--- src/rtl/ddr_wcap_pkg.sv ---
// Shared encodings for the write-capture block.
package ddr_wcap_pkg;
    // Command code seen on cmd; only these four values exist.
    typedef enum logic [1:0] {
        CMD_NOP   = 2'b00,
        CMD_WRITE = 2'b01,
        CMD_READ  = 2'b10,
        CMD_PRE   = 2'b11
    } cmd_e;

    // Burst sequencing state.
    typedef enum logic [1:0] {
        ST_IDLE  = 2'b00,
        ST_WAIT  = 2'b01,
        ST_BURST = 2'b10
    } cap_st_e;
endpackage

--- src/rtl/ddr_wcap_ctrl.sv ---
// Burst sequencer: opens the first-edge window after a Write, counts
// elements and pairs, forms the pair column and flags window violations.
// Assumes strobe edges are already detected in the clk domain and that
// BURST_LEN >= 4 and COL_W > log2(BURST_LEN).
module ddr_wcap_ctrl
    import ddr_wcap_pkg::*;
#(
    parameter int OVS       = 4,
    parameter int BURST_LEN = 4,
    parameter int COL_W     = 8
) (
    input  logic             clk,
    input  logic             rst_n,
    input  logic [1:0]       cmd,
    input  logic [COL_W-1:0] cmd_col,
    input  logic             strobe_rise,
    input  logic             strobe_fall,
    output logic             take_first,
    output logic             take_pair,
    output logic [COL_W-1:0] pair_addr,
    output logic             timing_err
);
    localparam int WIN_LO = (3 * OVS) / 4;
    localparam int WIN_HI = (5 * OVS) / 4;
    localparam int CNT_W  = $clog2(WIN_HI + 1);
    localparam int LBL    = $clog2(BURST_LEN);
    localparam int PW     = LBL - 1;
    localparam int NP     = BURST_LEN / 2;

    cap_st_e          st;
    logic [CNT_W-1:0] wait_cnt;
    logic [PW-1:0]    pidx;
    logic             half;
    logic [COL_W-1:0] base;
    logic             is_wr, is_stop, in_win, err_set, last_pair;
    logic [LBL-1:0]   off;

    // Decode the command and the window position.
    always_comb begin
        is_wr     = (cmd == CMD_WRITE);
        is_stop   = (cmd == CMD_READ) || (cmd == CMD_PRE);
        in_win    = (wait_cnt >= CNT_W'(WIN_LO));
        last_pair = (pidx == PW'(NP - 1));
    end

    // Capture strobes; an interrupting command overrides any edge.
    always_comb begin
        take_first = !is_stop && strobe_rise &&
                     ((st == ST_WAIT && in_win) || (st == ST_BURST && !half));
        take_pair  = !is_stop && strobe_fall && (st == ST_BURST) && half;
        err_set    = !is_stop && (st == ST_WAIT) &&
                     ((strobe_rise && !in_win) ||
                      (!strobe_rise && wait_cnt == CNT_W'(WIN_HI)));
    end

    // Pair column: upper bits kept, pair offset wraps inside the burst.
    always_comb begin
        off       = {base[LBL-1:1] + pidx, 1'b0};
        pair_addr = {base[COL_W-1:LBL], off};
    end

    // Sequencer state, counters and sticky error flag.
    always_ff @(posedge clk) begin
        if (!rst_n) begin
            st         <= ST_IDLE;
            wait_cnt   <= '0;
            pidx       <= '0;
            half       <= 1'b0;
            base       <= '0;
            timing_err <= 1'b0;
        end else begin
            if (err_set) timing_err <= 1'b1;
            if (is_stop) begin
                st <= ST_IDLE;
            end else begin
                case (st)
                    ST_IDLE: if (is_wr) begin
                        st       <= ST_WAIT;
                        wait_cnt <= CNT_W'(1);
                        base     <= cmd_col;
                    end
                    ST_WAIT: begin
                        if (take_first) begin
                            st   <= ST_BURST;
                            half <= 1'b1;
                            pidx <= '0;
                        end else if (err_set) begin
                            st <= ST_IDLE;
                        end else begin
                            wait_cnt <= wait_cnt + CNT_W'(1);
                        end
                    end
                    ST_BURST: begin
                        if (take_first) begin
                            half <= 1'b1;
                        end else if (take_pair) begin
                            half <= 1'b0;
                            if (last_pair) st <= ST_IDLE;
                            else           pidx <= pidx + PW'(1);
                        end
                    end
                    default: st <= ST_IDLE;
                endcase
            end
        end
    end
endmodule

--- src/rtl/ddr_wcap_pair.sv ---
// Pair assembler: detects strobe transitions, holds the rising-edge
// element, and presents the complete pair on the falling edge.
// Assumes dqs/dq/dm are synchronous to clk (no metastability handling).
module ddr_wcap_pair #(
    parameter int DQ_W   = 16,
    parameter int MASK_W = DQ_W / 8
) (
    input  logic                clk,
    input  logic                rst_n,
    input  logic                dqs,
    input  logic [DQ_W-1:0]     dq,
    input  logic [MASK_W-1:0]   dm,
    input  logic                take_first,
    output logic                strobe_rise,
    output logic                strobe_fall,
    output logic [2*DQ_W-1:0]   pair_data,
    output logic [2*MASK_W-1:0] pair_be
);
    logic              dqs_q;
    logic [DQ_W-1:0]   first_d;
    logic [MASK_W-1:0] first_m;

    // Edge detection against the previous strobe sample.
    always_comb begin
        strobe_rise = dqs && !dqs_q;
        strobe_fall = !dqs && dqs_q;
        pair_data   = {dq, first_d};
        pair_be     = ~{dm, first_m};
    end

    // Previous strobe level and the held rising-edge element.
    always_ff @(posedge clk) begin
        if (!rst_n) begin
            dqs_q   <= 1'b0;
            first_d <= '0;
            first_m <= '0;
        end else begin
            dqs_q <= dqs;
            if (take_first) begin
                first_d <= dq;
                first_m <= dm;
            end
        end
    end
endmodule

--- src/rtl/ddr_wcap_commit.sv ---
// Commit aging pipeline: each completed pair ages DEPTH stages before it
// reaches the array port. A Read kills stages younger than RD_GUARD and a
// Precharge kills stages younger than PRE_GUARD. Assumes
// DEPTH >= max(RD_GUARD, PRE_GUARD) and both guards >= 1.
module ddr_wcap_commit #(
    parameter int AW        = 8,
    parameter int DW2       = 32,
    parameter int BW2       = 4,
    parameter int DEPTH     = 4,
    parameter int RD_GUARD  = 2,
    parameter int PRE_GUARD = 4
) (
    input  logic           clk,
    input  logic           rst_n,
    input  logic           in_vld,
    input  logic [AW-1:0]  in_addr,
    input  logic [DW2-1:0] in_data,
    input  logic [BW2-1:0] in_be,
    input  logic           kill_rd,
    input  logic           kill_pre,
    output logic           wr_en,
    output logic [AW-1:0]  wr_addr,
    output logic [DW2-1:0] wr_data,
    output logic [BW2-1:0] wr_be
);
    for (genvar m = 0; m < DEPTH; m++) begin : g_stage
        localparam bit RD_HIT  = (m < RD_GUARD);
        localparam bit PRE_HIT = (m < PRE_GUARD);
        logic           v, src_v, kill;
        logic [AW-1:0]  a, src_a;
        logic [DW2-1:0] d, src_d;
        logic [BW2-1:0] b, src_b;

        // Stage m's entry would be m edges old after a kill at this edge.
        assign kill = (RD_HIT && kill_rd) || (PRE_HIT && kill_pre);

        if (m == 0) begin : g_head
            assign src_v = in_vld;
            assign src_a = in_addr;
            assign src_d = in_data;
            assign src_b = in_be;
        end else begin : g_tail
            assign src_v = g_stage[m-1].v;
            assign src_a = g_stage[m-1].a;
            assign src_d = g_stage[m-1].d;
            assign src_b = g_stage[m-1].b;
        end

        // Valid bit of the stage, cleared by reset or by a kill.
        always_ff @(posedge clk) begin
            if (!rst_n) v <= 1'b0;
            else        v <= src_v && !kill;
        end

        // Payload moves along with the valid bit.
        always_ff @(posedge clk) begin
            a <= src_a;
            d <= src_d;
            b <= src_b;
        end
    end

    assign wr_en   = g_stage[DEPTH-1].v;
    assign wr_addr = g_stage[DEPTH-1].a;
    assign wr_data = g_stage[DEPTH-1].d;
    assign wr_be   = g_stage[DEPTH-1].b;
endmodule

--- src/rtl/ddr_wcap.sv ---
// Top level of the DDR write-capture block: strobe-edge pair assembly,
// burst sequencing with first-edge window check, and a commit pipeline
// that drops late pairs when a Read or Precharge truncates the burst.
// Assumes all inputs are synchronous to the OVS-times sampling clock.
module ddr_wcap
    import ddr_wcap_pkg::*;
#(
    parameter int OVS       = 4,
    parameter int DQ_W      = 16,
    parameter int COL_W     = 8,
    parameter int BURST_LEN = 4,
    parameter int RD_GUARD  = 2,
    parameter int PRE_GUARD = 4,
    localparam int MASK_W   = DQ_W / 8,
    localparam int PIPE_D   = (RD_GUARD > PRE_GUARD) ? RD_GUARD : PRE_GUARD
) (
    input  logic                clk,
    input  logic                rst_n,
    input  logic [1:0]          cmd,
    input  logic [COL_W-1:0]    cmd_col,
    input  logic                dqs,
    input  logic [DQ_W-1:0]     dq,
    input  logic [MASK_W-1:0]   dm,
    output logic                wr_en,
    output logic [COL_W-1:0]    wr_addr,
    output logic [2*DQ_W-1:0]   wr_data,
    output logic [2*MASK_W-1:0] wr_be,
    output logic                timing_err
);
    logic                strobe_rise, strobe_fall, take_first, take_pair;
    logic                kill_rd, kill_pre;
    logic [COL_W-1:0]    pair_addr;
    logic [2*DQ_W-1:0]   pair_data;
    logic [2*MASK_W-1:0] pair_be;

    // Interrupt decode feeding the commit pipeline.
    assign kill_rd  = (cmd == CMD_READ);
    assign kill_pre = (cmd == CMD_PRE);

    ddr_wcap_pair #(.DQ_W(DQ_W), .MASK_W(MASK_W)) u_pair (
        .clk(clk), .rst_n(rst_n), .dqs(dqs), .dq(dq), .dm(dm),
        .take_first(take_first), .strobe_rise(strobe_rise),
        .strobe_fall(strobe_fall), .pair_data(pair_data), .pair_be(pair_be)
    );

    ddr_wcap_ctrl #(.OVS(OVS), .BURST_LEN(BURST_LEN), .COL_W(COL_W)) u_ctrl (
        .clk(clk), .rst_n(rst_n), .cmd(cmd), .cmd_col(cmd_col),
        .strobe_rise(strobe_rise), .strobe_fall(strobe_fall),
        .take_first(take_first), .take_pair(take_pair),
        .pair_addr(pair_addr), .timing_err(timing_err)
    );

    ddr_wcap_commit #(
        .AW(COL_W), .DW2(2*DQ_W), .BW2(2*MASK_W), .DEPTH(PIPE_D),
        .RD_GUARD(RD_GUARD), .PRE_GUARD(PRE_GUARD)
    ) u_commit (
        .clk(clk), .rst_n(rst_n), .in_vld(take_pair), .in_addr(pair_addr),
        .in_data(pair_data), .in_be(pair_be), .kill_rd(kill_rd),
        .kill_pre(kill_pre), .wr_en(wr_en), .wr_addr(wr_addr),
        .wr_data(wr_data), .wr_be(wr_be)
    );
endmodule

--- config.mk ---
export PLATFORM = sky130hd
export DESIGN_NAME = ddr_wcap
export DESIGN_NICKNAME = d
export VERILOG_FILES = /design/src/rtl/ddr_wcap_pkg.sv /design/src/rtl/ddr_wcap_ctrl.sv /design/src/rtl/ddr_wcap_pair.sv /design/src/rtl/ddr_wcap_commit.sv /design/src/rtl/ddr_wcap.sv
export SDC_FILE = /design/constraint.sdc
export NUM_CORES = 1
export LEC_CHECK = 0
export CELL_PAD_IN_SITES_DETAIL_PLACEMENT = 1
export CELL_PAD_IN_SITES_GLOBAL_PLACEMENT = 2
export CORE_MARGIN = 5
export CORE_UTILIZATION = 35
export CTS_BUF_LIST = sky130_fd_sc_hd__clkbuf_8
export CTS_CLUSTER_SIZE = 25
export DETAILED_ROUTE_END_ITERATION = 7
export PLACE_DENSITY = 0.78
export SETUP_SLACK_MARGIN = 0.4
export SYNTH_ARGS = -nofsm -noshare
export SYNTH_HDL_FRONTEND = slang
export SYNTH_SLANG_ARGS = --single-unit
--- constraint.sdc ---
create_clock -name clk -period 4.3 [get_ports clk]
set_input_delay 1.075 -clock clk [delete_from_list [all_inputs] [get_ports clk]]
set_output_delay 1.075 -clock clk [all_outputs]
set_load 0.03 [all_outputs]
==> results.toml <==
[timing]
hold_viol = 0
finalSetupTns_ps = 0
min_period_over_period = 0.6208
rsz0062_at_grt = "no"
finalWorstSetupSlack_ps = 1630
max_freq_mhz = 374.6
tightestPinTransition_ps = 550.7
finClkSkew_ps = 14.02
final.min_clock_period_ps = 2670
max-slew-margin-rel = 0.6317
finalMaxSlewViolations = 0
setup_viol = 0

[route]
routedWlPerCell_um = 12.37
route.detailed.drc = 0
ant_nets = 0
num_vias = 2660
detail_route.iter0.violations = 52
drt_pre_antenna_iters = 4
drt-total-wl_mm = 8.088
viasPerCell = 4.067

[critical_path]
path_max_fanout = 18
crit_path_end_kind = "flip-flop"
worstPathRequired_ps = 4700
crit_arrival_ps = 3070
crit_type = "primary input to flip-flop"
reg2reg_setup_slack_ps = 2280
crit_path_start_kind = "primary input"

[floorplanning]
coreArea_mm2 = 0.01459
chipWidth_um = 132.0
fp.dieArea_mm2 = 0.01742
rows = 44
io_pins = 77
chipHeight_um = 132.0
initial_core_util = 0.3569

[run_status]
status = "finished, final reports clean"

[synth]
synth-edff-count = 0
synth-async-reset-ratio = 0
synth_common_cells = "dfxtp_1, nor2b_1, mux2i_1"
ys_types = 37
synth_top_area_frac = 0.8073
synth_area_leaders = "dfxtp_1, mux2i_1, nor2b_1"
ys_seq_area_frac = 0.8073
synth.most_common_cell = "dfxtp_1"
mappedNetlistArea_mm2 = 0.005207
synthCells = 347
synth_area_per_cell_um2 = 15.01
ys.flop_type = "dfxtp_1"
syn_nets = 384
synth_seq_cells = 210
yosys_warnings = 0
synth_largest_area_cell = "dfxtp_1"

[placement]
dp_hpwl_mm = 5.192
place_inst = 598
place.gp.congestion = 0.7300
port_buffers = 74
dp_slack_ps = 1094

[power]
power.leakage_uw = 0.002683
vdd.ir_drop.worst_mv = 0.1949
p_per_area_mw_per_mm2 = 545.0

[clock_tree]
h-tree-depth = 1
clock-sinks = 210
clock_latency_ps = 520
cts.path.max_buffers = 3
cts_tree = "yes"
cts_setup_buffers = 0
cts_buffers = 31
path_clk_slew_ps = 60
clock-root-buffer = "clkbuf_8"
cts_resized = 0
hold_buffers = 0

[global_routing]
grt_pass1_wl_mm = 13.54
globalRouteTotalUtil = 0.09278
grt-ovfl-total = 0
grt_max_degree = 37
grt_pass1_vias = 2862
antenna_found_initial = 0

[cells_and_area]
fin_cells = 654
nets = 484
n_antenna_cell = 0
syn2layout_area_growth_pct = 30.11
fillCellCount = 1446
drive_above_1_share = 0.1149

[hold_path]
holdCritPathClass = "flip-flop to flip-flop"

[flow_run]
drv_cap = 0
-- logic make-up (layout without fill, tap and decap cells) --
group	count (synthesis)	count (layout)	synth area share
AND/OR/NAND/NOR	60	60	0.06992
flip-flops	210	210	0.8073
buffers and inverters	20	143	0.02066
multiplexers	27	27	0.05190
AO/OA/AOI/OAI	22	22	0.03340
XOR/XNOR	1	1	0.001682
adder cells (fa/ha/maj)	6	6	0.01442
other	1	1	0.0007201
-- final timing paths --
| kind | startpoint | to | cells past startpoint |
|---|---|---|---|
| worst max-delay path | cmd[1] | u_pair.first_d[4] | 6 |
| worst min-delay path | u_commit.g_stage[0].d[1] | u_commit.g_stage[1].d[1] | 0 |
| worst max register to register | u_ctrl.wait_cnt[0] | u_pair.first_m[0] | 7 |
| worst min register to register | u_commit.g_stage[0].d[1] | u_commit.g_stage[1].d[1] | 0 |
-- final cells by class --
class	count	area, µm²	area share
sequential	210	4204	0.6205
multi-input combinational	117	907.1	0.1339
timing repair buffer	76	755.7	0.1115
clock buffer	38	523.0	0.07719
tap	184	230.2	0.03398
clock inverter	18	113.9	0.01681
inverter	11	41.29	0.006094
-- through the flow --
stage,utilization,hold slack [ps],total power (µW),instance area [µm²]
floorplan,-,309.6,2114,5207
global placement,0.4208,309.6,2177,6138
detailed placement,0.4208,313.2,2183,6138
CTS,0.4644,324.1,3763,6775
global route,0.4644,329.4,3869,6775
finish,0.4644,321.1,3692,6775
-- metal layers --
metal  track usage  part of all wire  up-vias
met5             0                 0        -
met3       0.02939             0.055       11
li1              -                 -     1325
met2        0.1648              0.52       61
met1        0.1021              0.41     1263
met4       0.03829             0.018        0
-- critical path, stage by stage --
cell and delay [ps]:
clkdlybuf4s50_1 690, nand2b_1 360, o32ai_4 230, buf_4 390, mux2i_1 250, nor2b_1 60
-- layout by cell type, fill, tap and decap left out, types with 2 or more instances in the layout --
cell             count
o31ai_1              2
o21ai_0              4
dfxtp_1            210
nand3b_1             2
ha_1                 6
and3_1               3
and2_1               6
or4_1                2
a21oi_1              2
o211ai_1             2
clkinv_2             6
nand2b_1             2
o21a_1               3
clkdlybuf4s50_1     74
buf_4                2
inv_1               19
nor2_1               6
clkinvlp_4           2
clkbuf_8            38
o31a_1               2
mux2i_1             27
nand2_1              6
nor2b_1             28
-- sequential cells by signal, indices dropped and copies added (netlist names) --
signal              flops
u_pair.first_d         16
u_commit.wr_be          4
u_ctrl.st               2
u_pair.first_m          2
u_commit.g_stage.d     96
u_ctrl.wait_cnt         3
u_commit.wr_en          1
u_pair.dqs_q            1
u_commit.g_stage.b     12
u_commit.wr_data       32
u_commit.g_stage.v      3
u_commit.g_stage.a     21
u_ctrl.base             7
u_commit.wr_addr        7
u_ctrl.half             1
u_ctrl.timing_err       1
u_ctrl.last_pair        1
-- where the power goes --
| group | switching (µW) | internal, µW | total, µW |
|---|---|---|---|
| Combinational | 60.9 | 60.6 | 121 |
| Sequential | 14.9 | 2000 | 2020 |
| Clock | 693 | 862 | 1550 |
| Total | 769 | 2920 | 3690 |
Note: power is estimated with default switching activity, not from simulation.
